<file path="src/rtl/dbgEnginePkg.sv">
package dbgEnginePkg;
  localparam int CNT_W = 14;

  typedef enum logic [1:0] {ST_IDLE, ST_ISSUE, ST_WAIT} engState_t;

  typedef struct packed {
    logic             go;
    logic             rd;
    logic [1:0]       size;
    logic [CNT_W-1:0] cnt;
  } cfg_t;

  typedef struct packed {
    logic ldCfg;
    logic advance;
    logic capture;
    logic lockRegs;
  } dpStrobe_t;

  localparam logic [1:0] SEL_CTRL = 2'd0;
  localparam logic [1:0] SEL_ADDR = 2'd1;
  localparam logic [1:0] SEL_DATA = 2'd2;
endpackage

</file>
<file path="src/rtl/dbgEngControl.sv">
module dbgEngControl
  import dbgEnginePkg::*;
(
  input  logic        clk,
  input  logic        rstN,
  input  logic        regWrEn,
  input  logic        regRdEn,
  input  logic [1:0]  regAddr,
  input  cfg_t        cfgIn,
  input  logic        busReady,
  input  logic        busErr,
  input  logic        lastBeat,
  input  logic        readMode,
  input  logic        msgReady,
  output dpStrobe_t   strobe,
  output cfg_t        cfgOut,
  output logic        busReq,
  output logic        stGo,
  output logic        stErr,
  output logic        stDv,
  output logic        msgValid
);
  engState_t state, stateN;
  logic errN, dvN;
  logic pendV;
  cfg_t pendCfg;
  logic ctrlWr, dataRd, dataWr, haveCfg, applyNow, beatOk, beatBad;
  cfg_t useCfg;

  always_comb begin
    ctrlWr   = regWrEn && (regAddr == SEL_CTRL);
    dataRd   = regRdEn && (regAddr == SEL_DATA);
    dataWr   = regWrEn && (regAddr == SEL_DATA);
    haveCfg  = ctrlWr || pendV;
    useCfg   = ctrlWr ? cfgIn : pendCfg;
    beatBad  = (state == ST_ISSUE) && busErr;
    beatOk   = (state == ST_ISSUE) && busReady && !busErr;
    applyNow = haveCfg && ((state != ST_ISSUE) || beatOk || beatBad);
  end

  always_comb begin
    strobe.ldCfg    = applyNow;
    strobe.advance  = beatOk;
    strobe.capture  = beatOk && readMode;
    strobe.lockRegs = (state == ST_ISSUE);
    cfgOut          = useCfg;
    busReq          = (state == ST_ISSUE);
    stGo            = (state != ST_IDLE);
  end

  always_comb begin
    stateN = state;
    errN   = stErr;
    dvN    = stDv;
    case (state)
      ST_ISSUE: begin
        if (beatBad) begin
          stateN = ST_IDLE;
          errN   = 1'b1;
        end else if (beatOk) begin
          if (lastBeat) begin
            stateN = ST_IDLE;
            dvN    = 1'b1;
          end else begin
            stateN = ST_WAIT;
          end
        end
      end
      ST_WAIT: begin
        if (readMode ? dataRd : dataWr) stateN = ST_ISSUE;
      end
      default: ;
    endcase
    if (applyNow) begin
      errN = 1'b0;
      dvN  = 1'b0;
      if (!useCfg.go) begin
        stateN = ST_IDLE;
      end else if (useCfg.cnt == '0) begin
        stateN = ST_IDLE;
        dvN    = 1'b1;
      end else begin
        stateN = ST_ISSUE;
      end
    end
  end

  always_ff @(posedge clk or negedge rstN) begin
    if (!rstN) begin
      state    <= ST_IDLE;
      stErr    <= 1'b0;
      stDv     <= 1'b0;
      pendV    <= 1'b0;
      pendCfg  <= '0;
      msgValid <= 1'b0;
    end else begin
      state <= stateN;
      stErr <= errN;
      stDv  <= dvN;
      if (applyNow) begin
        pendV <= 1'b0;
      end else if (ctrlWr) begin
        pendV   <= 1'b1;
        pendCfg <= cfgIn;
      end
      if (beatBad) msgValid <= 1'b1;
      else if (msgReady) msgValid <= 1'b0;
    end
  end

  AST_REQ_HOLD: assert property (@(posedge clk) disable iff (!rstN)
    busReq && !busReady && !busErr |=> busReq);
  AST_ERR_NO_RETRY: assert property (@(posedge clk) disable iff (!rstN)
    busReq && busErr && !haveCfg |=> !busReq && stErr && !stDv);
  AST_MSG_HOLD: assert property (@(posedge clk) disable iff (!rstN)
    msgValid && !msgReady |=> msgValid);
  AST_DONE_STOPPED: assert property (@(posedge clk) disable iff (!rstN)
    stDv |-> !busReq);
endmodule

</file>
<file path="src/rtl/dbgEngDatapath.sv">
module dbgEngDatapath
  import dbgEnginePkg::*;
#(
  parameter int ADDR_W = 32,
  parameter int DATA_W = 32
) (
  input  logic              clk,
  input  logic              rstN,
  input  dpStrobe_t         strobe,
  input  logic              cfgRd,
  input  logic [1:0]        cfgSize,
  input  logic [CNT_W-1:0]  cfgCnt,
  input  logic              regWrEn,
  input  logic [1:0]        regAddr,
  input  logic [DATA_W-1:0] regWrData,
  input  logic [DATA_W-1:0] busRdata,
  input  logic              stGo,
  input  logic              stErr,
  input  logic              stDv,
  output logic [DATA_W-1:0] regRdData,
  output logic [ADDR_W-1:0] busAddr,
  output logic [DATA_W-1:0] busWdata,
  output logic [1:0]        busSize,
  output logic              readMode,
  output logic              lastBeat
);
  localparam int PAD_W = DATA_W - 4 - CNT_W - 2;

  logic [ADDR_W-1:0] addrReg;
  logic [DATA_W-1:0] dataReg;
  logic [CNT_W-1:0]  cntReg;
  logic [1:0]        sizeReg;
  logic              rdReg;
  logic [2:0]        step;

  always_comb begin
    case (sizeReg)
      2'd0:    step = 3'd1;
      2'd1:    step = 3'd2;
      default: step = 3'd4;
    endcase
  end

  always_ff @(posedge clk or negedge rstN) begin
    if (!rstN) begin
      addrReg <= '0;
      dataReg <= '0;
      cntReg  <= '0;
      sizeReg <= '0;
      rdReg   <= 1'b0;
    end else begin
      if (strobe.ldCfg) begin
        sizeReg <= cfgSize;
        rdReg   <= cfgRd;
        cntReg  <= cfgCnt;
      end else if (strobe.advance) begin
        cntReg <= cntReg - 1'b1;
      end
      if (strobe.advance)
        addrReg <= addrReg + {{(ADDR_W-3){1'b0}}, step};
      else if (regWrEn && regAddr == SEL_ADDR && !strobe.lockRegs)
        addrReg <= regWrData[ADDR_W-1:0];
      if (strobe.capture)
        dataReg <= busRdata;
      else if (regWrEn && regAddr == SEL_DATA && !strobe.lockRegs)
        dataReg <= regWrData;
    end
  end

  always_comb begin
    busAddr   = addrReg;
    busWdata  = dataReg;
    busSize   = sizeReg;
    readMode  = rdReg;
    lastBeat  = (cntReg == {{(CNT_W-1){1'b0}}, 1'b1});
    regRdData = '0;
    case (regAddr)
      SEL_CTRL: regRdData = {stGo, rdReg, sizeReg, {PAD_W{1'b0}}, cntReg, stErr, stDv};
      SEL_ADDR: regRdData[ADDR_W-1:0] = addrReg;
      SEL_DATA: regRdData = dataReg;
      default:  regRdData = '0;
    endcase
  end

  AST_ADDR_LOCKED: assert property (@(posedge clk) disable iff (!rstN)
    strobe.lockRegs && !strobe.advance |=> addrReg == $past(addrReg));
  AST_NO_CNT_UNDERFLOW: assert property (@(posedge clk) disable iff (!rstN)
    strobe.advance |-> cntReg != '0);
endmodule

</file>
<file path="src/rtl/dbgBusEngine.sv">
module dbgBusEngine
  import dbgEnginePkg::*;
#(
  parameter int          ADDR_W = 32,
  parameter int          DATA_W = 32,
  parameter logic [3:0]  SRC_ID = 4'h5
) (
  input  logic              clk,
  input  logic              rstN,
  input  logic              regWrEn,
  input  logic              regRdEn,
  input  logic [1:0]        regAddr,
  input  logic [DATA_W-1:0] regWrData,
  output logic [DATA_W-1:0] regRdData,
  output logic              busReq,
  output logic              busWe,
  output logic [ADDR_W-1:0] busAddr,
  output logic [1:0]        busSize,
  output logic [DATA_W-1:0] busWdata,
  input  logic [DATA_W-1:0] busRdata,
  input  logic              busReady,
  input  logic              busErr,
  output logic              msgValid,
  output logic [14:0]       msgWord,
  input  logic              msgReady
);
  localparam logic [4:0] ERR_CODE = 5'b00011;
  localparam logic [5:0] XFER_CODE = 6'b001000;

  dpStrobe_t strobe;
  cfg_t      cfgIn, cfgOut;
  logic      stGo, stErr, stDv, readMode, lastBeat;

  always_comb begin
    cfgIn.go   = regWrData[31];
    cfgIn.rd   = regWrData[30];
    cfgIn.size = regWrData[29:28];
    cfgIn.cnt  = regWrData[CNT_W+1:2];
    busWe      = !readMode;
    msgWord    = {ERR_CODE, SRC_ID, XFER_CODE};
  end

  dbgEngControl u_ctrl (
    .clk(clk), .rstN(rstN), .regWrEn(regWrEn), .regRdEn(regRdEn),
    .regAddr(regAddr), .cfgIn(cfgIn), .busReady(busReady), .busErr(busErr),
    .lastBeat(lastBeat), .readMode(readMode), .msgReady(msgReady),
    .strobe(strobe), .cfgOut(cfgOut), .busReq(busReq), .stGo(stGo),
    .stErr(stErr), .stDv(stDv), .msgValid(msgValid)
  );

  dbgEngDatapath #(.ADDR_W(ADDR_W), .DATA_W(DATA_W)) u_dp (
    .clk(clk), .rstN(rstN), .strobe(strobe), .cfgRd(cfgOut.rd),
    .cfgSize(cfgOut.size), .cfgCnt(cfgOut.cnt), .regWrEn(regWrEn),
    .regAddr(regAddr), .regWrData(regWrData), .busRdata(busRdata),
    .stGo(stGo), .stErr(stErr), .stDv(stDv), .regRdData(regRdData),
    .busAddr(busAddr), .busWdata(busWdata), .busSize(busSize),
    .readMode(readMode), .lastBeat(lastBeat)
  );

  AST_MSG_ON_ERR: assert property (@(posedge clk) disable iff (!rstN)
    busReq && busErr |=> msgValid);
endmodule

</file>
<file path="config.mk">
export PLATFORM = sky130hd
export DESIGN_NAME = dbgBusEngine
export DESIGN_NICKNAME = d
export VERILOG_FILES = /design/src/rtl/dbgEnginePkg.sv /design/src/rtl/dbgEngControl.sv /design/src/rtl/dbgEngDatapath.sv /design/src/rtl/dbgBusEngine.sv
export SDC_FILE = /design/constraint.sdc
export NUM_CORES = 1
export LEC_CHECK = 0
export BUFFER_PORTS_ARGS = -buffer_cell sky130_fd_sc_hd__buf_4
export CORE_MARGIN = 2
export CORE_UTILIZATION = 57
export CTS_CLUSTER_SIZE = 12
export DETAILED_ROUTE_END_ITERATION = 10
export PLACE_DENSITY_LB_ADDON = 0.05
export SLEW_MARGIN = 20
export SYNTH_ARGS = -nofsm -noshare
export SYNTH_HDL_FRONTEND = slang
export SYNTH_SLANG_ARGS = --single-unit
</file>
<file path="constraint.sdc">
create_clock -name clk -period 4.8 [get_ports clk]
set_input_delay 0 -clock clk [delete_from_list [all_inputs] [get_ports clk]]
set_output_delay 0 -clock clk [all_outputs]
set_load 0.01 [all_outputs]
</file>
Yosys cells after proc, flatten, opt, wreduce, memory -nomap -nowiden
Index checks and enable logic that the tools add are counted.
{"block": "totals", "elab_cells": 91, "register_bits": 105, "in_bits": 73, "out_inout_bits": 116}
{"block": "op_classes", "muxes": 32, "n_eq_ne": 10, "n_reduce_logical": 33, "addsub": 2}
{"op": "32-bit two-way mux", "count": 4}
{"op": "32-bit case mux with 3 select lines", "count": 1}
{"op": "32-bit by 3-bit adder with 32-bit output", "count": 1}
{"op": "14-bit two-way mux", "count": 2}
{"op": "18-bit two-way mux", "count": 1}
{"op": "2-bit nonzero test", "count": 9}
{"op": "1-bit two-way mux", "count": 16}
{"op": "14-bit by 1-bit == test with 1-bit output (second input constant)", "count": 1}
{"op": "14-bit logical NOT", "count": 1}
{"op": "14-bit by 1-bit subtractor with 14-bit output (second input constant)", "count": 1}
{"op": "2-bit two-way mux", "count": 6}
{"op": "1-bit logical AND", "count": 11}
{"op": "2-bit by 1-bit == test with 1-bit output (second input constant)", "count": 3}
{"op": "3-bit case mux with 2 select lines", "count": 1}
{"op": "2-bit == test (second input constant)", "count": 2}
{"op": "2-bit logical NOT", "count": 2}
{"op": "2-bit by 1-bit inequality test with 1-bit output (second input constant)", "count": 2}
{"op": "4-bit by 1-bit inequality test with 1-bit output (second input constant)", "count": 1}
{"op": "2-bit case mux with 2 select lines", "count": 1}
{"op": "4-bit AND reduction", "count": 1}
{"op": "1-bit logical NOT", "count": 3}
{"op": "1-bit logical OR", "count": 3}
{"op": "3-bit by 1-bit inequality test with 1-bit output (second input constant)", "count": 1}
{"op": "3-bit AND reduction", "count": 1}
{"op": "other kinds (2)", "count": 2}

Depth between registers and ports, before layout
Gate-level depths: netlist (run 1).
{"block": "logic_depth", "word_depth": 8, "depth_mapped": 10}

Cells and area by module
From an unflattened synthesis (run 1), not the netlist that was laid out.
{"block": "hier_totals", "cells_unflattened": 703, "area_unflattened_um2": 6661.4}
{"module": "dbgEngDatapath", "n_inst": 1, "seq_area_each_um2": 2026.9, "area_per_inst_um2": 5067.4, "cells_each": 573}
{"module": "dbgEngControl", "n_inst": 1, "seq_area_each_um2": 600.6, "area_per_inst_um2": 1470.2, "cells_each": 112}
{"module": "dbgBusEngine", "n_inst": 1, "seq_area_each_um2": 0.0, "area_per_inst_um2": 123.9, "cells_each": 18}

Worst setup path before layout (run 1)
OpenSTA, ideal clock, no wires.
{"block": "synth_path", "path_type": "reg2reg", "start": "reg u_dp.sizeReg[1], in the netlist u_dp.busSize[1]", "end": "reg u_dp.addrReg[16], in the netlist u_dp.busAddr[16]", "stages_incl_launch_ff": 9, "t_arrival_ps": 2019, "n_path_buf": 0, "path_slack_ps": 2662, "required_ps": 4680, "synth_period_minus_slack_ps": 2138, "cell_sequence": "dfrtp_1 -> nor2_1 -> ha_1 -> fa_1 -> a21oi_1 -> nor3_1 -> nand4_1 -> mux2i_1 -> nor2_1"}
{"block": "synth_between", "elab_chain_cells": 4, "word_cells_on_any_way": 5}
{"item": "start, declared", "line": "dbgEngDatapath.sv:32", "source": "logic [1:0] sizeReg;"}
{"item": "start signal, assigned", "line": "dbgEngDatapath.sv:53", "source": "sizeReg <= cfgSize;"}
{"item": "2-bit by 1-bit == test with 1-bit output or 2-bit logical NOT (tied branches)", "line": "dbgEngDatapath.sv:37", "source": "case (sizeReg)"}
{"item": "3-bit case mux with 2 select lines (*)", "line": "dbgEngDatapath.sv:37"}
{"item": "32-bit by 3-bit adder with 32-bit output (*)", "line": "dbgEngDatapath.sv:60", "source": "addrReg <= addrReg + {{(ADDR_W-3){1'b0}}, step};"}
{"item": "32-bit two-way mux (*)", "line": "dbgEngDatapath.sv:59", "source": "if (strobe.advance)"}
{"item": "end signal, assigned", "line": "dbgEngDatapath.sv:60"}
{"item": "end signal, assigned", "line": "dbgEngDatapath.sv:62", "source": "addrReg <= regWrData[ADDR_W-1:0];"}
{"item": "end, declared", "line": "dbgEngDatapath.sv:29", "source": "logic [ADDR_W-1:0] addrReg;"}
Every way passes the cells marked *; elsewhere a longest branch is shown, timed or not.
A chain may end at the register's enable or synchronous reset.

Worst setup path in the final report (run 1)
{"block": "layout_path", "start": "reg u_ctrl.state[1]", "end": "reg u_dp.dataReg[30], in the netlist u_dp.busWdata[30]"}
{"block": "layout_between", "elab_chain_cells": 5, "word_cells_on_any_way": 8}
{"item": "start, declared", "line": "dbgEngControl.sv:23", "source": "engState_t state, stateN;"}
{"item": "start signal, assigned", "line": "dbgEngControl.sv:97", "source": "state <= stateN;"}
{"item": "2-bit by 1-bit == test with 1-bit output (*)", "line": "dbgEngControl.sv:37, dbgEngControl.sv:45"}
{"item": "1-bit logical AND (2 in a row)", "line": "dbgEngControl.sv:37", "source": "beatOk = (state == ST_ISSUE) && busReady && !busErr;"}
{"item": "1-bit logical AND", "line": "dbgEngControl.sv:44", "source": "strobe.capture = beatOk && readMode;"}
{"item": "32-bit two-way mux or 2-bit nonzero test (tied branches)"}
{"item": "end signal, assigned", "line": "dbgEngDatapath.sv:64", "source": "dataReg <= busRdata;"}
{"item": "end signal, assigned", "line": "dbgEngDatapath.sv:66", "source": "dataReg <= regWrData;"}
{"item": "end, declared", "line": "dbgEngDatapath.sv:30", "source": "logic [DATA_W-1:0] dataReg;"}
Marked as above.

==> results.ini, run 1 <==
[run_status]
status = complete, no violations

[global_routing]
grt_max_degree = 76
grt.overflow.total = 0
grt_util_all_layers_pct = 40.49
grt_pass1_wl_um = 36490
antenna_found_initial = 0
grt_pass1_vias = 6869

[drt]
ant_nets = 0
vias = 7055
drc = 0
wirelength_um = 23470
vias_per_cell = 6.367
dr.pass1.iters = 8
wire_per_inst_um = 21.18
drt_iter0_drc = 863

[min_path]
holdCritPathClass = input pin to async pin

[synthesis]
yosys.area_share.simple_pct = 22.99
ys.flop_type = dfrtp_1
synth_mux_area_share_pct = 7.147
synth_fa_ha_area_share_pct = 1.906
syn_inst = 726
async_reset_ff_share_pct = 100.0
syn_area_um2 = 6302
synth_cell_types = 60
avgSynthCellArea_um2 = 8.681
ys_seq_area_share_pct = 41.69
ys_ff_latch = 105
synth_top_family_by_area = simple AND/OR/NAND/NOR gates
synth-xor-area-share_pct = 0.2779
synth_compound_area_share_pct = 20.35
synth_edf_count = 0
yosysWarnings = 0

[finish]
fin_nets = 1045
antennaDiodeCount = 0
final_common_cell = buf_4
fill_cells = 688
final_util_pct = 80.67
mostFrequentLayoutCells = buf_4, nand2_1, dfrtp_1
synthToLayoutAreaGrowth_pct = 38.16
drive_above_1_share_pct = 23.86

[sta]
maxSlewHeadroom_pct = 35.16
fin_skew_ns = 0.01092
whs_ns = 0.1938
finalHoldViolCount = 0
setup_viol = 0
maxSlewViolCount = 0
rsz0062_at_grt = no
worst_pin_slew_ns = 0.9726
max_freq_ghz = 0.3217
fin_tns_setup_ns = 0
finalCritPeriodShare_pct = 64.76
timing.final.crit_period_ns = 3.109

[setup_path]
cp-startpoint = u_ctrl.state[1]$_DFFE_PN0P_
crit_arrival_ns = 3.44
crit_fanout = 27
end_kind = flop
path_class = flop to flop
start_kind = flop
rr_startpoint = u_ctrl.state[1]$_DFFE_PN0P_
r2r_cells = 8
required_ns = 5.13

[floorplanning]
coreArea_um2 = 10790
start_util_pct = 58.39
fp.dieH_um = 109.2
die_w_um = 109.2
pin_count = 189
dieArea_um2 = 11910
core.rowCount = 38

[clock_tree]
postCtsSetupBuffers = 0
cts_tree = built
insertion_delay_ns = 0.40
htreeDepth = 3
numClockSinks = 105
numCtsBuffers = 9
clk_pin_slew_ns = 0.10
cts-root-buf = clkbuf_8
clockBufferDepth = 2

[power]
finalPower_mw = 4.434
vdd_ir_drop_max_v = 0.0004169
leakagePower_nw = 4.031
power_density_nw_per_um2 = 509.2

[place]
portBuffers = 173
gp_congestion = 0.9533
hpwl_um = 15620

[flow_run]
cap_violations = 0

[final timing paths]
path	endpoint	slack, ns
max	u_dp.busWdata[30]$_DFFE_PN0P_	1.69
min	u_ctrl.pendCfg[15]$_DFFE_PN0N_	0.19
max reg2reg	u_dp.busWdata[30]$_DFFE_PN0P_	1.69
min reg2reg	u_dp.busWdata[31]$_DFFE_PN0P_	0.55
max in group asynchronous	u_dp.busWdata[0]$_DFFE_PN0P_	3.66
min in group clk	u_dp.busAddr[5]$_DFFE_PN0P_	0.27
[what timing repair did]
item	4_1_cts	5_1_grt
hold endpoints to repair	160	0
hold buffers	88	0
resized for setup	0	0
[cells by family after synthesis]
| group | Yosys count |
|---|---|
| adder cells (fa/ha/maj) | 9 |
| AND/OR/NAND/NOR | 304 |
| flip-flops | 105 |
| XOR/XNOR | 2 |
| AO/OA/AOI/OAI | 188 |
| multiplexers | 43 |
| buffers and inverters | 73 |
| other | 2 |
[area by class of cell]
type	instances	area, µm²	share of cell area (%)
Clock buffer	14	172.7	1.983
Clock inverter	2	35.03	0.4024
Inverter	14	52.55	0.6035
Multi-Input combinational cell	561	3378	38.80
Sequential cell	105	2628	30.18
Tap cell	140	175.2	2.012
Timing Repair Buffer	272	2266	26.02
[flip-flops by register name (all words and copies together), names as in the netlist]
| signal | count |
|---|---|
| u_ctrl.msgValid | 1 |
| u_ctrl.pendCfg | 18 |
| u_ctrl.pendV | 1 |
| u_ctrl.stDv | 1 |
| u_ctrl.stErr | 1 |
| u_ctrl.state | 2 |
| u_dp.busAddr | 32 |
| u_dp.busSize | 2 |
| u_dp.busWdata | 32 |
| u_dp.cntReg | 14 |
| u_dp.readMode | 1 |
[stage by stage]
stage	cells	area [µm²]	setup WS (ns)
3_5_place_dp	1004	7615	2.153
2_1_floorplan	739	6351	2.662
3_3_place_gp	1004	7615	2.256
6_report	1108	8707	1.691
5_1_grt	1108	8707	1.459
4_1_cts	1108	8703	1.810
[where the power goes]
part,switching [mW],internal [mW]
Sequential,0.541,1.26
Clock,0.308,0.284
Combinational,0.989,1.06
[worst max-delay path, stage by stage (launching register included)]
cell and delay [ns]:
dfrtp_1 0.38, inv_1 0.07, ha_1 0.31, and3b_1 0.25, nand2_1 0.66, buf_4 0.46, nor2_1 0.09, a31oi_1 0.21
dlygate4sd3_1 0.59
[metal layers]
| metal | share of wire [%] | wire length [µm] | global-route usage, % | vias to the layer above |
|---|---|---|---|---|
| li1 | - | - | - | 3087 |
| met1 | 39 | 9235 | 52.26 | 3418 |
| met2 | 48 | 11200 | 66.19 | 482 |
| met3 | 9.5 | 2220 | 8.966 | 68 |
| met4 | 3.4 | 808 | 16.12 | 0 |
| met5 | 0 | 0 | 0 | - |
[Yosys cell counts (9+ instances only)]
| master | number | share of area, % |
|---|---|---|
| inv_1 | 14 | 0.83 |
| buf_4 | 15 | 1.8 |
| nand2_1 | 135 | 8.0 |
| nor3_1 | 14 | 1.1 |
| a22o_1 | 12 | 1.7 |
| buf_2 | 13 | 1.0 |
| nor2_1 | 74 | 4.4 |
| a22oi_1 | 10 | 1.2 |
| a31oi_1 | 34 | 3.4 |
| mux2_2 | 16 | 2.9 |
| a21oi_1 | 27 | 2.1 |
| clkbuf_1 | 28 | 1.7 |
| nor4_1 | 9 | 0.89 |
| o22ai_1 | 11 | 1.1 |
| mux2i_1 | 27 | 4.3 |
| nand3_1 | 24 | 1.9 |
| dfrtp_1 | 105 | 42 |
| o21ai_0 | 35 | 2.8 |
(Power assumes the default switching activity.)
==> run 2: changes to the inputs <==
--- a/config.mk
+++ b/config.mk
@@ -7,7 +7,7 @@
 export LEC_CHECK = 0
 export BUFFER_PORTS_ARGS = -buffer_cell sky130_fd_sc_hd__buf_4
 export CORE_MARGIN = 2
-export CORE_UTILIZATION = 57
+export CORE_UTILIZATION = 52
 export CTS_CLUSTER_SIZE = 12
 export DETAILED_ROUTE_END_ITERATION = 10
 export PLACE_DENSITY_LB_ADDON = 0.05
==> constraint.sdc (replaced) <==
create_clock -name clk -period 3.2 [get_ports clk]
set_input_delay 0 -clock clk [delete_from_list [all_inputs] [get_ports clk]]
set_output_delay 0 -clock clk [all_outputs]
set_load 0.01 [all_outputs]
==> run 2 against run 1 <==
Hold slack got worse by 0.18 ns. Total power up 57%. Register-to-register slack worse by 1.5 ns. Critical path depth did not move. Maximum frequency rose by 3.3%. Clock-buffer cell count fell by 2. Clock skew shrank 0.0028 ns. Cell count grew 0.90%. Critical endpoint is now u_dp.busWdata[9]$_DFFE_PN0P_. Largest power group unchanged.
==> results.ini, run 2 (synthesized netlist as in run 1, its figures left out) <==
[setup_path]
crit_buf_inv = 3  ; unchanged
required_ns = 3.43  ; was 5.13 ns
end_kind = flop  ; unchanged
start_kind = flop  ; unchanged
crit_chain = inv_1 -> ha_1 -> and3b_1 -> nand2_1 -> buf_4 -> nor2_1 -> a31oi_1 -> dlygate4sd3_1  ; unchanged
crit_arrival_ns = 3.24  ; was 3.44 ns
path_delay_family = buffers and inverters  ; unchanged
path_class = flop to flop  ; unchanged
cpPeakStageDelay_ns = 0.68  ; was 0.66 ns
crit_fanout = 52  ; was 27
cp_slowest_cell = and3b_1  ; was nand2_1

[drt]
vias = 6983  ; was 7055
drt_iter0_drc = 606  ; was 863
met3WireLength_um = 1696  ; was 2220 µm
wirelength_um = 23100  ; was 23470 µm
drc = 0  ; unchanged
ant_nets = 0  ; unchanged
dr.pass1.iters = 4  ; was 8
dr_wl_met2_um = 10640  ; was 11200 µm
vias_per_cell = 6.246  ; was 6.367
top_layer = met4  ; unchanged
wire_per_inst_um = 20.66  ; was 21.18 µm
wl_met1_um = 9740  ; was 9235 µm

[sta]
max_freq_ghz = 0.3322  ; was 0.3217 GHz
timing.final.crit_period_ns = 3.011  ; was 3.109 ns
setup_viol = 0  ; unchanged
setup_slack_ns = 0.1893  ; was 1.691 ns
finalCritPeriodShare_pct = 94.08  ; was 64.76%
rsz0062_at_grt = no  ; unchanged
worst_pin_slew_ns = 0.7559  ; was 0.9726 ns
fin_skew_ns = 0.008118  ; was 0.01092 ns
maxSlewViolCount = 0  ; unchanged
fin_tns_setup_ns = 0  ; unchanged
finalHoldViolCount = 0  ; unchanged
maxSlewHeadroom_pct = 49.61  ; was 35.16%

[floorplanning]
die_w_um = 114.1  ; was 109.2 µm
start_util_pct = 52.91  ; was 58.39%
core.rowCount = 40  ; was 38
dieArea_um2 = 13020  ; was 11910 µm²
pin_count = 189  ; unchanged
coreArea_um2 = 11910  ; was 10790 µm²
fp.dieH_um = 114.1  ; was 109.2 µm

[power]
power_density_nw_per_um2 = 786.2  ; was 509.2 nW/µm²
vdd_ir_drop_max_v = 0.0004728  ; was 0.0004169 V
leakagePower_nw = 4.104  ; was 4.031 nW

[min_path]
holdCritPathClass = input pin to flop  ; was input pin to async pin

[place]
portBuffers = 173  ; unchanged
hpwl_um = 15520  ; was 15620 µm
gp_congestion = 0.9186  ; was 0.9533
post-place-ws_ns = 0.6373  ; was 2.153 ns

[clock_tree]
cts_tree = built  ; unchanged
cts-root-buf = clkbuf_16  ; was clkbuf_8
insertion_delay_ns = 0.35  ; was 0.40 ns
numClockSinks = 105  ; unchanged
numCtsBuffers = 9  ; unchanged
htreeDepth = 3  ; unchanged
clockBufferDepth = 2  ; unchanged
clk_pin_slew_ns = 0.07  ; was 0.10 ns
postCtsResizedCells = 0  ; unchanged

[global_routing]
grt_pass1_wl_um = 36450  ; was 36490 µm
antenna_found_initial = 0  ; unchanged
grt.overflow.total = 0  ; unchanged
grt_max_degree = 57  ; was 76
grt_pass1_vias = 6715  ; was 6869
grt_util_all_layers_pct = 36.14  ; was 40.49%

[finish]
synthToLayoutAreaGrowth_pct = 40.62  ; was 38.16%
final_common_cell = buf_4  ; unchanged
final_util_pct = 74.40  ; was 80.67%
antennaDiodeCount = 0  ; unchanged
fin_nets = 1048  ; was 1045
drive_above_1_share_pct = 24.51  ; was 23.86%
mostFrequentLayoutCells = buf_4, nand2_1, dfrtp_1  ; unchanged

[flow_run]
cap_violations = 0  ; unchanged

[run_status]
status = complete, no violations  ; unchanged

==> run 2: cell count changes in the layout (fill, tap and decap cells not counted) <==
cell | previous run | this run
buf_4 | 183 | 189
buf_6 | 1 | 0
bufinv_16 | 1 | 2
clkbuf_1 | 2 | 0
clkbuf_16 | 0 | 9
clkbuf_8 | 12 | 3
clkinv_4 | 0 | 1
dlygate4sd3_1 | 88 | 86
==> run 2: metal layers <==
metal / global-route usage (%) / vias up
li1: - / 3101
met1: 49.91 / 3430
met2: 55.16 / 376
met3: 5.558 / 76
met4: 19.19 / 0
met5: 0 / -
==> run 2: what timing repair did <==
action,in CTS,in global routing
hold endpoints to repair,130,0
setup buffers,0,0
hold buffers,86,0
==> run 2: power breakdown <==
part / total, mW / switching [mW] / internal, mW
combinational: 3.05 / 1.47 / 1.57
sequential: 2.66 / 0.777 / 1.89
clock: 1.26 / 0.508 / 0.751
==> run 2: through the flow <==
stage | hold slack (ns) | cell area (µm²) | cells | total power [mW]
after floorplan | -0.2956 | 6351 | 739 | 4.001
after global placement | 0.09821 | 7661 | 1016 | 5.341
after detailed placement | 0.1016 | 7661 | 1016 | 5.435
after CTS | 0.01299 | 8862 | 1118 | 6.917
after global routing | 0.02396 | 8862 | 1118 | 7.398
final | 0.01647 | 8862 | 1118 | 6.968
==> run 2: worst paths after layout <==
check / from / cells after the start / slack, ns / to
min in group asynchronous: rstN / 2 / 0.25 / u_dp.busWdata[3]$_DFFE_PN0P_
min: regWrData[19] / 3 / 0.02 / u_dp.busAddr[19]$_DFFE_PN0P_
max in group asynchronous: rstN / 3 / 2.10 / u_dp.busWdata[13]$_DFFE_PN0P_
max reg2reg: u_ctrl.state[1]$_DFFE_PN0P_ / 8 / 0.19 / u_dp.busWdata[9]$_DFFE_PN0P_
max: u_ctrl.state[1]$_DFFE_PN0P_ / 8 / 0.19 / u_dp.busWdata[9]$_DFFE_PN0P_
min reg2reg: u_ctrl.pendCfg[16]$_DFFE_PN0N_ / 1 / 0.51 / u_ctrl.pendCfg[16]$_DFFE_PN0N_
==> run 2: cell type report <==
cell class | count | area (µm²)
Timing Repair Buffer | 275 | 2280
Inverter | 14 | 52.55
Tap cell | 147 | 183.9
Fill cell | 881 | 3049
Clock inverter | 4 | 73.82
Multi-Input combinational cell | 561 | 3378
Sequential cell | 105 | 2628
Clock buffer | 12 | 266.5
==> run 2: worst register-to-register path, stage by stage, from the launching register on <==
cell and delay [ns]:
dfrtp_1 0.40, inv_1 0.08, ha_1 0.39, and3b_1 0.68
nand2_1 0.13, buf_4 0.33, nor2_1 0.22, a31oi_1 0.06
dlygate4sd3_1 0.60
==> run 3: changes to the inputs <==
--- a/config.mk
+++ b/config.mk
@@ -10,7 +10,7 @@
 export CORE_UTILIZATION = 52
 export CTS_CLUSTER_SIZE = 12
 export DETAILED_ROUTE_END_ITERATION = 10
-export PLACE_DENSITY_LB_ADDON = 0.05
+export PLACE_DENSITY = 0.9
 export SLEW_MARGIN = 20
 export SYNTH_ARGS = -nofsm -noshare
 export SYNTH_HDL_FRONTEND = slang
==> run 3 against run 2 <==
Die area stayed put. Total power grew 0.40%. Clock-buffer cell count shrank 1. Final area is 0.38% higher. Sequential share of layout area shrank 0.11 points. Clock power fell by 6%. Largest cell class unchanged. Worst setup slack better by 0.057 ns. Clock skew grew 0.00072 ns. Flip-flop and latch count unchanged. Combinational power grew 2%. Register-to-register slack improved by 0.06 ns.
==> results.ini, run 3 (synthesized netlist as in run 1, its figures left out) <==
[drt]
top_layer = met4  ; unchanged
met3WireLength_um = 2585  ; was 1696 µm
dr_wl_met2_um = 10870  ; was 10640 µm
wire_per_inst_um = 20.70  ; was 20.66 µm
dr.pass1.iters = 7  ; was 4
vias = 7156  ; was 6983
wirelength_um = 23260  ; was 23100 µm
drc = 0  ; unchanged
drt_iter0_drc = 948  ; was 606
ant_nets = 0  ; unchanged
vias_per_cell = 6.367  ; was 6.246
wl_met1_um = 8627  ; was 9740 µm

[clock_tree]
postCtsSetupBuffers = 0  ; unchanged
htreeDepth = 3  ; unchanged
insertion_delay_ns = 0.35  ; about the same
clk_pin_slew_ns = 0.07  ; about the same
cts_tree = built  ; unchanged
cts-root-buf = clkbuf_16  ; unchanged
clockBufferDepth = 2  ; unchanged
numCtsBuffers = 9  ; unchanged
numClockSinks = 105  ; unchanged

[flow_run]
cap_violations = 0  ; unchanged

[setup_path]
crit_arrival_ns = 3.24  ; about the same
start_kind = flop  ; unchanged
required_ns = 3.49  ; was 3.43 ns
cpPeakStageDelay_ns = 0.79  ; was 0.68 ns
crit_buf_inv = 3  ; unchanged
crit_chain = inv_1 -> ha_1 -> and3b_1 -> buf_4 -> nand2_1 -> a31oi_1 -> dlygate4sd3_1  ; was inv_1 -> ha_1 -> and3b_1 -> nand2_1 -> buf_4 -> nor2_1 -> a31oi_1 -> dlygate4sd3_1
path_delay_family = buffers and inverters  ; unchanged
cp_slowest_cell = and3b_1  ; unchanged
end_kind = flop  ; unchanged
crit_fanout = 18  ; was 52
path_class = flop to flop  ; unchanged

[floorplanning]
dieArea_um2 = 13020  ; unchanged
fp.dieH_um = 114.1  ; unchanged
die_w_um = 114.1  ; unchanged
coreArea_um2 = 11910  ; unchanged
core.rowCount = 40  ; unchanged
pin_count = 189  ; unchanged
start_util_pct = 52.91  ; unchanged

[sta]
fin_tns_setup_ns = 0  ; unchanged
maxSlewHeadroom_pct = 39.13  ; was 49.61%
finalHoldViolCount = 0  ; unchanged
rsz0062_at_grt = no  ; unchanged
timing.final.crit_period_ns = 2.954  ; was 3.011 ns
maxSlewViolCount = 0  ; unchanged
max_freq_ghz = 0.3385  ; was 0.3322 GHz
finalCritPeriodShare_pct = 92.32  ; was 94.08%
setup_viol = 0  ; unchanged
worst_pin_slew_ns = 0.9130  ; was 0.7559 ns
fin_skew_ns = 0.008836  ; was 0.008118 ns

[power]
combPwrFrac_pct = 44.6  ; was 43.7%
leakagePower_nw = 4.116  ; was 4.104 nW
vdd_ir_drop_max_v = 0.0004287  ; was 0.0004728 V
p_clk_share_pct = 16.8  ; was 18.1%
switching_share_pct = 40.71  ; was 39.56%
power_density_nw_per_um2 = 786.4  ; was 786.2 nW/µm²
seqPwrFrac_pct = 38.6  ; was 38.2%
p_switching_mw = 2.848  ; was 2.757 mW
p_int_mw = 4.148  ; was 4.211 mW

[global_routing]
grt_pass1_vias = 6857  ; was 6715
grt_max_degree = 72  ; was 57
grt_util_all_layers_pct = 35.46  ; was 36.14%
antenna_found_initial = 0  ; unchanged
grt_pass1_wl_um = 35850  ; was 36450 µm
grt.overflow.total = 0  ; unchanged

[finish]
drive_above_1_share_pct = 24.46  ; was 24.51%
fin_nets = 1054  ; was 1048
synthToLayoutAreaGrowth_pct = 41.16  ; was 40.62%
mostFrequentLayoutCells = buf_4, nand2_1, dfrtp_1  ; unchanged
final_area_um2 = 8896  ; was 8862 µm²
final_common_cell = buf_4  ; unchanged
antennaDiodeCount = 0  ; unchanged

[place]
placed_area_um2 = 7669  ; was 7661 µm²
hpwl_um = 15390  ; was 15520 µm
gp_congestion = 0.9965  ; was 0.9186
portBuffers = 173  ; unchanged

[run_status]
status = complete, no violations  ; unchanged

[min_path]
holdCritPathClass = input pin to flop  ; unchanged

[run 3: cell count changes in the layout (fill, tap and decap cells not counted)]
cell	change
buf_4	+1
bufinv_16	-1
clkbuf_8	-1
clkinv_2	-1
clkinv_4	+2
clkinvlp_4	+1
dlygate4sd3_1	+5
[run 3: power groups by stage]
| stage | Combinational [mW] | Clock (mW) | Sequential (mW) |
|---|---|---|---|
| final | 3.12 | 1.18 | 2.70 |
| after global routing | 3.37 | 1.23 | 2.76 |
| after CTS | 3.06 | 1.18 | 2.65 |
| after detailed placement | 2.77 | 0 | 2.66 |
| after global placement | 2.70 | 0 | 2.65 |
| after floorplan | 1.40 | 0 | 2.60 |
[run 3: repair_timing]
item / 4_1_cts / 5_1_grt
hold endpoints to repair: 143 / 0
gates resized for setup: 0 / 0
hold buffers: 91 / 0
[run 3: layout make-up]
| class | count | area, µm² |
|---|---|---|
| timing repair buffer | 281 | 2337 |
| clock buffer | 11 | 252.7 |
| tap | 147 | 183.9 |
| inverter | 14 | 52.55 |
| fill | 789 | 3015 |
| sequential | 105 | 2628 |
| clock inverter | 5 | 63.81 |
| multi-input combinational | 561 | 3378 |
[run 3: worst register-to-register path: cells and delay by family (launching register included)]
kind                       cells  cell delay, ns
adders and majority gates      1            0.31
and+or+nand+nor                2            0.89
buffers and inverters          3            1.05
DFF                            1            0.41
AOI/OAI and AO/OA              1            0.23
[run 3: final timing paths]
kind                            cells after the start                             end  slack (ns)                           start
worst max-delay path                                7   u_dp.busWdata[20]$_DFFE_PN0P_        0.25     u_ctrl.state[1]$_DFFE_PN0P_
worst min-delay path                                3     u_dp.busAddr[3]$_DFFE_PN0P_       0.003                    regWrData[3]
worst max register to register                      7   u_dp.busWdata[20]$_DFFE_PN0P_        0.25     u_ctrl.state[1]$_DFFE_PN0P_
worst min register to register                      1  u_ctrl.pendCfg[16]$_DFFE_PN0N_        0.51  u_ctrl.pendCfg[16]$_DFFE_PN0N_
max in group asynchronous                           3    u_dp.busWdata[8]$_DFFE_PN0P_        2.06                            rstN
min in group asynchronous                           2   u_ctrl.pendCfg[9]$_DFFE_PN0N_        0.33                            rstN
[run 3: per-layer routing]
metal,GRT usage [%],vias to the layer above
li1,-,3120
met3,6.511,121
met5,0,-
met4,18.78,0
met1,45.96,3347
met2,56.87,568
[run 3: per-stage QoR]
step           hold WS, ns  total power [mW]  cells  utilization (%)  setup slack [ns]
6_report          0.003476             6.996   1124            74.68            0.2459
5_1_grt            0.02530             7.362   1124            74.68            0.1366
4_1_cts           0.007782             6.882   1124            74.68            0.4110
3_5_place_dp        0.1811             5.436   1017            64.38            0.7688
3_3_place_gp        0.1823             5.341   1017            64.38            0.8771
2_1_floorplan      -0.2956             4.001    739                -             1.062
